<file path="src/rtl/stlf_pkg.sv">
package stlf_pkg;
    parameter int STLF_VA_W = 24;
    parameter int STLF_PA_W = 20;
    localparam int LANES     = 8;
    localparam int BYTE_W    = 8;
    localparam int DWORD_LSB = 3;

    typedef logic [LANES-1:0]        lane_mask_t;
    typedef logic [LANES*BYTE_W-1:0] dword_t;

    typedef struct packed {
        logic                 live;
        logic [STLF_VA_W-1:0] va;
        logic [STLF_PA_W-1:0] pa;
        lane_mask_t           mask;
        logic                 has_data;
        dword_t               data;
    } st_entry_t;

    function automatic logic [BYTE_W-1:0] lane_byte(dword_t d, int lane);
        return d[lane*BYTE_W +: BYTE_W];
    endfunction
endpackage

</file>
<file path="src/rtl/stlf_store_buf.sv">
module stlf_store_buf
    import stlf_pkg::*;
#(
    parameter int N = 8,
    localparam int IDX_W = (N > 1) ? $clog2(N) : 1
) (
    input  logic                 clk,
    input  logic                 rst,
    input  logic                 flush,
    input  logic                 alloc_valid,
    input  logic [STLF_VA_W-1:0] alloc_va,
    input  logic [STLF_PA_W-1:0] alloc_pa,
    output logic [IDX_W-1:0]     alloc_idx,
    input  logic                 mask_valid,
    input  logic [IDX_W-1:0]     mask_idx,
    input  lane_mask_t           mask_val,
    input  logic                 data_valid,
    input  logic [IDX_W-1:0]     data_idx,
    input  dword_t               data_val,
    input  logic                 deq,
    output st_entry_t            ent_o [N],
    output logic [IDX_W-1:0]     head_o
);
    st_entry_t        ent_q [N];
    logic [IDX_W-1:0] head_q, tail_q;

    // second step of the mask write: the request is held here for one cycle
    logic             mwr_v_q;
    logic [IDX_W-1:0] mwr_idx_q;
    lane_mask_t       mwr_mask_q;

    always_ff @(posedge clk) begin
        if (rst || flush) begin
            head_q     <= '0;
            tail_q     <= '0;
            mwr_v_q    <= 1'b0;
            mwr_idx_q  <= '0;
            mwr_mask_q <= '0;
        end else begin
            mwr_v_q    <= mask_valid;
            mwr_idx_q  <= mask_idx;
            mwr_mask_q <= mask_val;
            if (alloc_valid) tail_q <= tail_q + 1'b1;
            if (deq)         head_q <= head_q + 1'b1;
        end
    end

    always_ff @(posedge clk) begin
        for (int i = 0; i < N; i++) begin
            if (rst || flush) begin
                ent_q[i] <= '0;
            end else if (alloc_valid && tail_q == IDX_W'(i)) begin
                ent_q[i].live     <= 1'b1;
                ent_q[i].va       <= alloc_va;
                ent_q[i].pa       <= alloc_pa;
                ent_q[i].mask     <= '0;
                ent_q[i].has_data <= 1'b0;
            end else begin
                if (mwr_v_q && mwr_idx_q == IDX_W'(i))
                    ent_q[i].mask <= mwr_mask_q;
                if (data_valid && data_idx == IDX_W'(i)) begin
                    ent_q[i].has_data <= 1'b1;
                    ent_q[i].data     <= data_val;
                end
                if (deq && head_q == IDX_W'(i))
                    ent_q[i].live <= 1'b0;
            end
        end
    end

    assign ent_o     = ent_q;
    assign head_o    = head_q;
    assign alloc_idx = tail_q;
endmodule

</file>
<file path="src/rtl/stlf_addr_match.sv">
module stlf_addr_match
    import stlf_pkg::*;
#(
    parameter int N  = 8,
    parameter int AW = 24
) (
    input  logic [AW-1:0]             q_addr,
    input  lane_mask_t                q_mask,
    input  logic [N-1:0]              older,
    input  logic [N-1:0]              live,
    input  logic [N-1:0][AW-1:0]      addr,
    input  logic [N-1:0][LANES-1:0]   mask,
    output logic [N-1:0]              hit,
    output logic [LANES-1:0][N-1:0]   cand
);
    for (genvar i = 0; i < N; i++) begin : g_slot
        assign hit[i] = live[i] & older[i]
                      & (addr[i][AW-1:DWORD_LSB] == q_addr[AW-1:DWORD_LSB])
                      & (|(mask[i] & q_mask));
        for (genvar j = 0; j < LANES; j++) begin : g_lane
            assign cand[j][i] = hit[i] & mask[i][j] & q_mask[j];
        end
    end
endmodule

</file>
<file path="src/rtl/stlf_youngest.sv">
module stlf_youngest #(
    parameter int N = 8,
    localparam int IDX_W = (N > 1) ? $clog2(N) : 1
) (
    input  logic [N-1:0]     cand,
    input  logic [IDX_W-1:0] head,
    output logic             found,
    output logic [IDX_W-1:0] sel
);
    // walk from the oldest slot towards the tail; the last hit is the youngest
    always_comb begin
        found = 1'b0;
        sel   = '0;
        for (int k = 0; k < N; k++) begin
            logic [IDX_W-1:0] idx;
            idx = head + IDX_W'(k);
            if (cand[idx]) begin
                found = 1'b1;
                sel   = idx;
            end
        end
    end
endmodule

</file>
<file path="src/rtl/stlf_lookup.sv">
module stlf_lookup
    import stlf_pkg::*;
#(
    parameter int N = 8,
    localparam int IDX_W = (N > 1) ? $clog2(N) : 1
) (
    input  logic                 clk,
    input  logic                 rst,
    input  logic                 flush,
    input  logic                 st_alloc_valid,
    input  logic [STLF_VA_W-1:0] st_alloc_va,
    input  logic [STLF_PA_W-1:0] st_alloc_pa,
    output logic [IDX_W-1:0]     st_alloc_idx,
    input  logic                 st_mask_valid,
    input  logic [IDX_W-1:0]     st_mask_idx,
    input  logic [LANES-1:0]     st_mask,
    input  logic                 st_data_valid,
    input  logic [IDX_W-1:0]     st_data_idx,
    input  logic [63:0]          st_data,
    input  logic                 st_deq,
    input  logic                 ld_valid,
    input  logic [STLF_VA_W-1:0] ld_va,
    input  logic [STLF_PA_W-1:0] ld_pa,
    input  logic [LANES-1:0]     ld_mask,
    input  logic [N-1:0]         ld_older,
    output logic [LANES-1:0]     s1_fwd_mask,
    output logic                 s1_data_inv,
    output logic [LANES-1:0]     s2_fwd_mask,
    output logic [63:0]          s2_fwd_data,
    output logic                 s2_data_inv,
    output logic [IDX_W-1:0]     s2_inv_idx,
    output logic                 s2_match_inv
);
    st_entry_t        ent [N];
    logic [IDX_W-1:0] head;

    stlf_store_buf #(.N(N)) u_buf (
        .clk        (clk),
        .rst        (rst),
        .flush      (flush),
        .alloc_valid(st_alloc_valid),
        .alloc_va   (st_alloc_va),
        .alloc_pa   (st_alloc_pa),
        .alloc_idx  (st_alloc_idx),
        .mask_valid (st_mask_valid),
        .mask_idx   (st_mask_idx),
        .mask_val   (st_mask),
        .data_valid (st_data_valid),
        .data_idx   (st_data_idx),
        .data_val   (st_data),
        .deq        (st_deq),
        .ent_o      (ent),
        .head_o     (head)
    );

    logic [N-1:0]                live_v, dv_v;
    logic [N-1:0][STLF_VA_W-1:0] va_v;
    logic [N-1:0][STLF_PA_W-1:0] pa_v;
    logic [N-1:0][LANES-1:0]     msk_v;

    always_comb begin
        for (int i = 0; i < N; i++) begin
            live_v[i] = ent[i].live;
            dv_v[i]   = ent[i].has_data;
            va_v[i]   = ent[i].va;
            pa_v[i]   = ent[i].pa;
            msk_v[i]  = ent[i].mask;
        end
    end

    // ---------------- stage 0: virtual-address compare ----------------
    logic [N-1:0]            va_hit0;
    logic [LANES-1:0][N-1:0] va_cand0;

    stlf_addr_match #(.N(N), .AW(STLF_VA_W)) u_vmatch (
        .q_addr(ld_va),
        .q_mask(ld_mask),
        .older (ld_older),
        .live  (live_v),
        .addr  (va_v),
        .mask  (msk_v),
        .hit   (va_hit0),
        .cand  (va_cand0)
    );

    logic                    s1_v;
    logic [STLF_PA_W-1:0]    s1_pa;
    lane_mask_t              s1_mask;
    logic [N-1:0]            s1_older;
    logic [N-1:0]            s1_va_hit;
    logic [LANES-1:0][N-1:0] s1_va_cand;

    always_ff @(posedge clk) begin
        if (rst) begin
            s1_v       <= 1'b0;
            s1_pa      <= '0;
            s1_mask    <= '0;
            s1_older   <= '0;
            s1_va_hit  <= '0;
            s1_va_cand <= '0;
        end else begin
            s1_v       <= ld_valid;
            s1_pa      <= ld_pa;
            s1_mask    <= ld_mask;
            s1_older   <= ld_older;
            s1_va_hit  <= va_hit0;
            s1_va_cand <= va_cand0;
        end
    end

    // ---------------- stage 1: physical compare and lane selection -----
    logic [N-1:0]            pa_hit;
    logic [LANES-1:0][N-1:0] pa_cand;

    stlf_addr_match #(.N(N), .AW(STLF_PA_W)) u_pmatch (
        .q_addr(s1_pa),
        .q_mask(s1_mask),
        .older (s1_older),
        .live  (live_v),
        .addr  (pa_v),
        .mask  (msk_v),
        .hit   (pa_hit),
        .cand  (pa_cand)
    );

    logic [LANES-1:0]             f_found, f_lane, f_block;
    logic [LANES-1:0]             p_found, p_lane, p_block;
    logic [IDX_W-1:0]             f_sel [LANES];
    logic [IDX_W-1:0]             p_sel [LANES];
    logic [LANES-1:0][BYTE_W-1:0] p_byte;

    for (genvar j = 0; j < LANES; j++) begin : g_lane
        stlf_youngest #(.N(N)) u_fast (
            .cand (s1_va_cand[j]),
            .head (head),
            .found(f_found[j]),
            .sel  (f_sel[j])
        );
        stlf_youngest #(.N(N)) u_final (
            .cand (pa_cand[j]),
            .head (head),
            .found(p_found[j]),
            .sel  (p_sel[j])
        );
        assign f_lane[j]  = f_found[j] &  dv_v[f_sel[j]];
        assign f_block[j] = f_found[j] & ~dv_v[f_sel[j]];
        assign p_lane[j]  = p_found[j] &  dv_v[p_sel[j]];
        assign p_block[j] = p_found[j] & ~dv_v[p_sel[j]];
        assign p_byte[j]  = p_lane[j] ? lane_byte(ent[p_sel[j]].data, j) : '0;
    end

    // blocking slot: that of the lowest lane whose source has no data
    logic [IDX_W-1:0] blk_idx;
    always_comb begin
        blk_idx = '0;
        for (int j = LANES - 1; j >= 0; j--) begin
            if (p_block[j]) blk_idx = p_sel[j];
        end
    end

    assign s1_fwd_mask = s1_v ? f_lane : '0;
    assign s1_data_inv = s1_v & (|f_block);

    // ---------------- stage 2: registered final answer ----------------
    always_ff @(posedge clk) begin
        if (rst || !s1_v) begin
            s2_fwd_mask  <= '0;
            s2_fwd_data  <= '0;
            s2_data_inv  <= 1'b0;
            s2_inv_idx   <= '0;
            s2_match_inv <= 1'b0;
        end else begin
            s2_fwd_mask  <= p_lane;
            s2_fwd_data  <= p_byte;
            s2_data_inv  <= |p_block;
            s2_inv_idx   <= blk_idx;
            s2_match_inv <= (s1_va_hit != pa_hit);
        end
    end
endmodule

</file>
<file path="config.mk">
export PLATFORM = sky130hd
export DESIGN_NAME = stlf_lookup
export DESIGN_NICKNAME = d
export VERILOG_FILES = /design/src/rtl/stlf_pkg.sv /design/src/rtl/stlf_store_buf.sv /design/src/rtl/stlf_addr_match.sv /design/src/rtl/stlf_youngest.sv /design/src/rtl/stlf_lookup.sv
export SDC_FILE = /design/constraint.sdc
export NUM_CORES = 2
export LEC_CHECK = 0
export ABC_AREA = 1
export BUFFER_PORTS_ARGS = -buffer_cell sky130_fd_sc_hd__buf_2
export CAP_MARGIN = 20
export CORE_MARGIN = 2
export CORE_UTILIZATION = 47
export CTS_BUF_LIST = sky130_fd_sc_hd__clkbuf_4 sky130_fd_sc_hd__clkbuf_8 sky130_fd_sc_hd__clkbuf_16
export DETAILED_ROUTE_END_ITERATION = 8
export PLACE_DENSITY = 0.66
export SYNTH_ARGS = -nofsm -noshare
export SYNTH_HDL_FRONTEND = slang
export SYNTH_SLANG_ARGS = --single-unit
</file>
<file path="constraint.sdc">
create_clock -name clk -period 5.5 [get_ports clk]
set_clock_uncertainty 0.05 [all_clocks]
set_input_delay 0.55 -clock clk [delete_from_list [all_inputs] [get_ports clk]]
set_output_delay 0.55 -clock clk [all_outputs]
set_load 0.03 [all_outputs]
</file>
==> impl_metrics.json <==
{
  "status": "completed",
  "grt_pass1_vias": 55500,
  "hold_path_class": "in2reg",
  "ys_seq_area_frac": 0.379,
  "die_area_mm2": 0.126,
  "cts_made_buffers": 116,
  "finalSetupViolations": 0,
  "grt_remaining_overflow": 0,
  "grt_max_degree": 252,
  "cts_root_buf": "clkbuf_16",
  "synth_edf_count": 0,
  "final_antenna_net_count": 0,
  "holdWs_ns": 0.0429,
  "synth_cell_types": 72,
  "tightest_slew_ns": 1.17,
  "gp_congestion": 1.07,
  "cp.required_ns": 4.90,
  "drtIter0Drc": 7063,
  "placed_area_mm2": 0.0602,
  "cts_max_path_buffers": 3,
  "drcViolationCount": 0,
  "period_share": 0.949,
  "final_area_mm2": 0.0647,
  "clk_pin_slew_ns": 0.06,
  "route.detailed.wl_per_inst_um": 21.2,
  "period_minus_slack_ns": 5.22,
  "crit_fanout": 33,
  "viasPerCell": 5.70,
  "post-route-util": 0.530,
  "synth_nets": 9257,
  "tns_ns": 0,
  "maxCapViolations": 0,
  "max_freq_mhz": 192,
  "syn2layout_area_growth_pct": 11.6,
  "p_sw_frac": 0.288,
  "place_hpwl_um": 156000,
  "synth.avg_cell_area_um2": 6.40,
  "synth-seq-cells": 1097,
  "cts_max_level": 3,
  "syn_inst": 9053,
  "fp-row-count": 128,
  "rsz0062_at_grt": "no",
  "io_buffers": 266,
  "power.total_mw": 18.9,
  "powerDensity_mw_per_mm2": 292,
  "die_h_um": 355,
  "insertion_delay_ns": 0.77,
  "drive_above_1_share": 0.0973,
  "antenna_found_initial": 26,
  "drt_wl_total_um": 229000,
  "ys_warn_count": 0,
  "die_x_um": 355,
  "first_pass_iters": 7,
  "cts_tree": "built",
  "crit_type": "reg2out",
  "clkPwrFrac": 0.429,
  "final_nets": 9254,
  "numClockSinks": 1097,
  "grt_pass1_wl_um": 341000,
  "start_util": 0.475,
  "io_pins": 279,
  "end_kind": "output pin",
  "irDropWorstVdd_mv": 0.278,
  "cp.arrival_ns": 4.62,
  "synth_ff_type": "dfxtp_1",
  "max_slew_margin": 0.218,
  "slew_violations": 0,
  "track_usage": 0.350,
  "seq_power_share": 0.430,
  "finalHoldViolations": 0,
  "core-area_mm2": 0.122,
  "critPathLaunchType": "register",
  "power_switching_mw": 5.44,
  "syn-cell-area_mm2": 0.0580,
  "vias": 61400,
  "pwr-share-comb": 0.141,
  "leakagePower_nw": 27.4,
  "ys_async_sr_fraction": 0,
  "intPower_mw": 13.5
}
==> cell usage after synthesis, drive strengths merged (2+ instances only) <==
| master | count | area share |
|---|---|---|
| ha | 14 | 0.0030 |
| a21oi | 720 | 0.063 |
| o32ai | 3 | 0.00071 |
| o31a | 2 | 0.00030 |
| a31oi | 26 | 0.0028 |
| o311ai | 7 | 0.0011 |
| a22oi | 3 | 0.00039 |
| and3 | 2 | 0.00022 |
| mux2i | 11 | 0.0019 |
| nor4 | 36 | 0.0039 |
| o211ai | 96 | 0.013 |
| nand2 | 2091 | 0.14 |
| o31ai | 20 | 0.0027 |
| buf | 148 | 0.014 |
| a31o | 3 | 0.00045 |
| nand4 | 136 | 0.015 |
| nand3 | 358 | 0.032 |
| a221oi | 18 | 0.0027 |
| a2111oi | 2 | 0.00030 |
| o221ai | 10 | 0.0015 |
| o22ai | 108 | 0.012 |
| xnor2 | 31 | 0.0051 |
| dfxtp | 1097 | 0.38 |
| o21ai | 1289 | 0.11 |
| xor2 | 35 | 0.0054 |
| nor3 | 48 | 0.0046 |
| nor2 | 1356 | 0.090 |
| a211oi | 10 | 0.0013 |
| inv | 848 | 0.055 |
| nand3b | 7 | 0.00091 |
| or2 | 50 | 0.0054 |
| nor4b | 2 | 0.00030 |
| o2111ai | 2 | 0.00030 |
| clkinv | 25 | 0.0016 |
| and2 | 10 | 0.0011 |
| clkbuf | 414 | 0.027 |
| a21boi | 8 | 0.0012 |
==> what timing repair did <==
action                                  in CTS  in global routing
hold endpoints to repair                    31                  0
endpoints found under the setup margin       1                  4
setup buffers                                0                  4
pin swaps                                    0                  1
resized for setup                            5                 19
cloned                                       0                  1
hold buffers                                31                  0
==> cell usage in the layout (no fill, tap or decap), types with 17 or more instances in the layout <==
| cell | n |
|---|---|
| nand2_1 | 2029 |
| nor2_1 | 1329 |
| o21ai_0 | 1219 |
| dfxtp_1 | 1094 |
| inv_1 | 796 |
| a21oi_1 | 710 |
| nand3_1 | 339 |
| buf_2 | 266 |
| nand4_1 | 131 |
| buf_4 | 130 |
| clkbuf_16 | 117 |
| o22ai_1 | 108 |
| o211ai_1 | 95 |
| o21ai_1 | 59 |
| nand2_2 | 53 |
| or2_2 | 49 |
| inv_2 | 44 |
| nor3_1 | 43 |
| clkbuf_4 | 35 |
| nor4_1 | 34 |
| xor2_1 | 34 |
| dlygate4sd3_1 | 31 |
| xnor2_1 | 29 |
| clkbuf_8 | 28 |
| a31oi_1 | 26 |
| clkinv_1 | 20 |
| clkinv_2 | 19 |
| o31ai_1 | 18 |
| nor2_4 | 18 |
| nand3_2 | 17 |
==> layout make-up <==
type / instances / area [µm²]
antenna: 7 / 17.5
clock buffer: 178 / 3540
clock inverter: 35 / 395
fill: 12300 / 57300
inverter: 873 / 3320
multi-input combinational: 6521 / 30500
sequential: 1097 / 22000
tap: 1625 / 2030
timing repair buffer: 441 / 2880
==> worst paths after layout <==
| path | cells past startpoint | slack [ns] | endpoint | from |
|---|---|---|---|---|
| worst min-delay path | 3 | 0.04 | s1_va_cand[7] | ld_mask[0] |
| worst min register to register | 2 | 0.40 | u_buf.ent_o[401] | u_buf.ent_o[401] |
| worst max register to register | 25 | 0.32 | s2_fwd_data[15] | s1_pa[6] |
| worst max-delay path | 19 | 0.28 | s1_data_inv | u_buf.head_o[2] |
==> kinds of logic (layout without fill, tap and decap cells) <==
logic type               after synthesis  in the layout  share of synthesized area
adder cells (fa/ha/maj)               14             14                    0.00302
AO/OA/AOI/OAI                       2332           2332                      0.216
other                                  0              7                          0
multiplexers                          11             11                    0.00190
XOR/XNOR                              66             66                     0.0106
AND/OR/NAND/NOR                     4098           4098                      0.292
buffers and inverters               1435           1527                     0.0976
flip-flops                          1097           1097                      0.379
==> stage by stage <==
| step | instances | setup WS [ns] |
|---|---|---|
| 6_report | 10800 | 0.280 |
| 2_1_floorplan | 9053 | 0.0232 |
| 5_1_grt | 10800 | 0.00284 |
| 3_5_place_dp | 10500 | 0.559 |
| 3_3_place_gp | 10500 | 0.575 |
| 4_1_cts | 10800 | 0.00963 |
==> metal layers <==
| layer | wire length, µm | global-route usage |
|---|---|---|
| met1 | 95100 | 0.461 |
| met2 | 99800 | 0.545 |
| met5 | 175 | 0 |
| met3 | 22100 | 0.0718 |
| met4 | 11600 | 0.169 |
==> state kept, by name, indices dropped and copies added (netlist names), 8 cells and up <==
signal            flops
u_buf.ent_o         896
s1_va_cand           64
s2_fwd_data          64
s1_pa                17
s1_mask               8
s1_older              8
s1_va_hit             8
s2_fwd_mask           8
u_buf.mwr_mask_q      8
==> worst max-delay path: stages, from the launching register on <==
cell      delay, ns
dfxtp_2        0.33
buf_4          0.38
xor2_2         0.21
buf_4          0.47
or2_2          0.21
o21ai_0        0.15
o21ai_0        0.21
nand2_1        0.07
nand3_1        0.07
nand3_1        0.06
nand2_1        0.06
a21oi_1        0.05
o21ai_0        0.66
o211ai_1       0.18
nand2_1        0.14
nand2_1        0.07
o21ai_1        0.08
nor2_1         0.06
a21oi_2        0.15
buf_2          0.21
==> power groups by stage <==
stage / combinational (mW) / sequential (mW) / clock (mW)
after detailed placement: 2.55 / 8.30 / 0
final: 2.67 / 8.13 / 8.12
after global placement: 2.52 / 8.30 / 0
after global routing: 2.90 / 8.13 / 8.53
after CTS: 2.58 / 8.13 / 8.20
after floorplan: 1.72 / 8.27 / 0
Power figures use the tool's default switching activity.
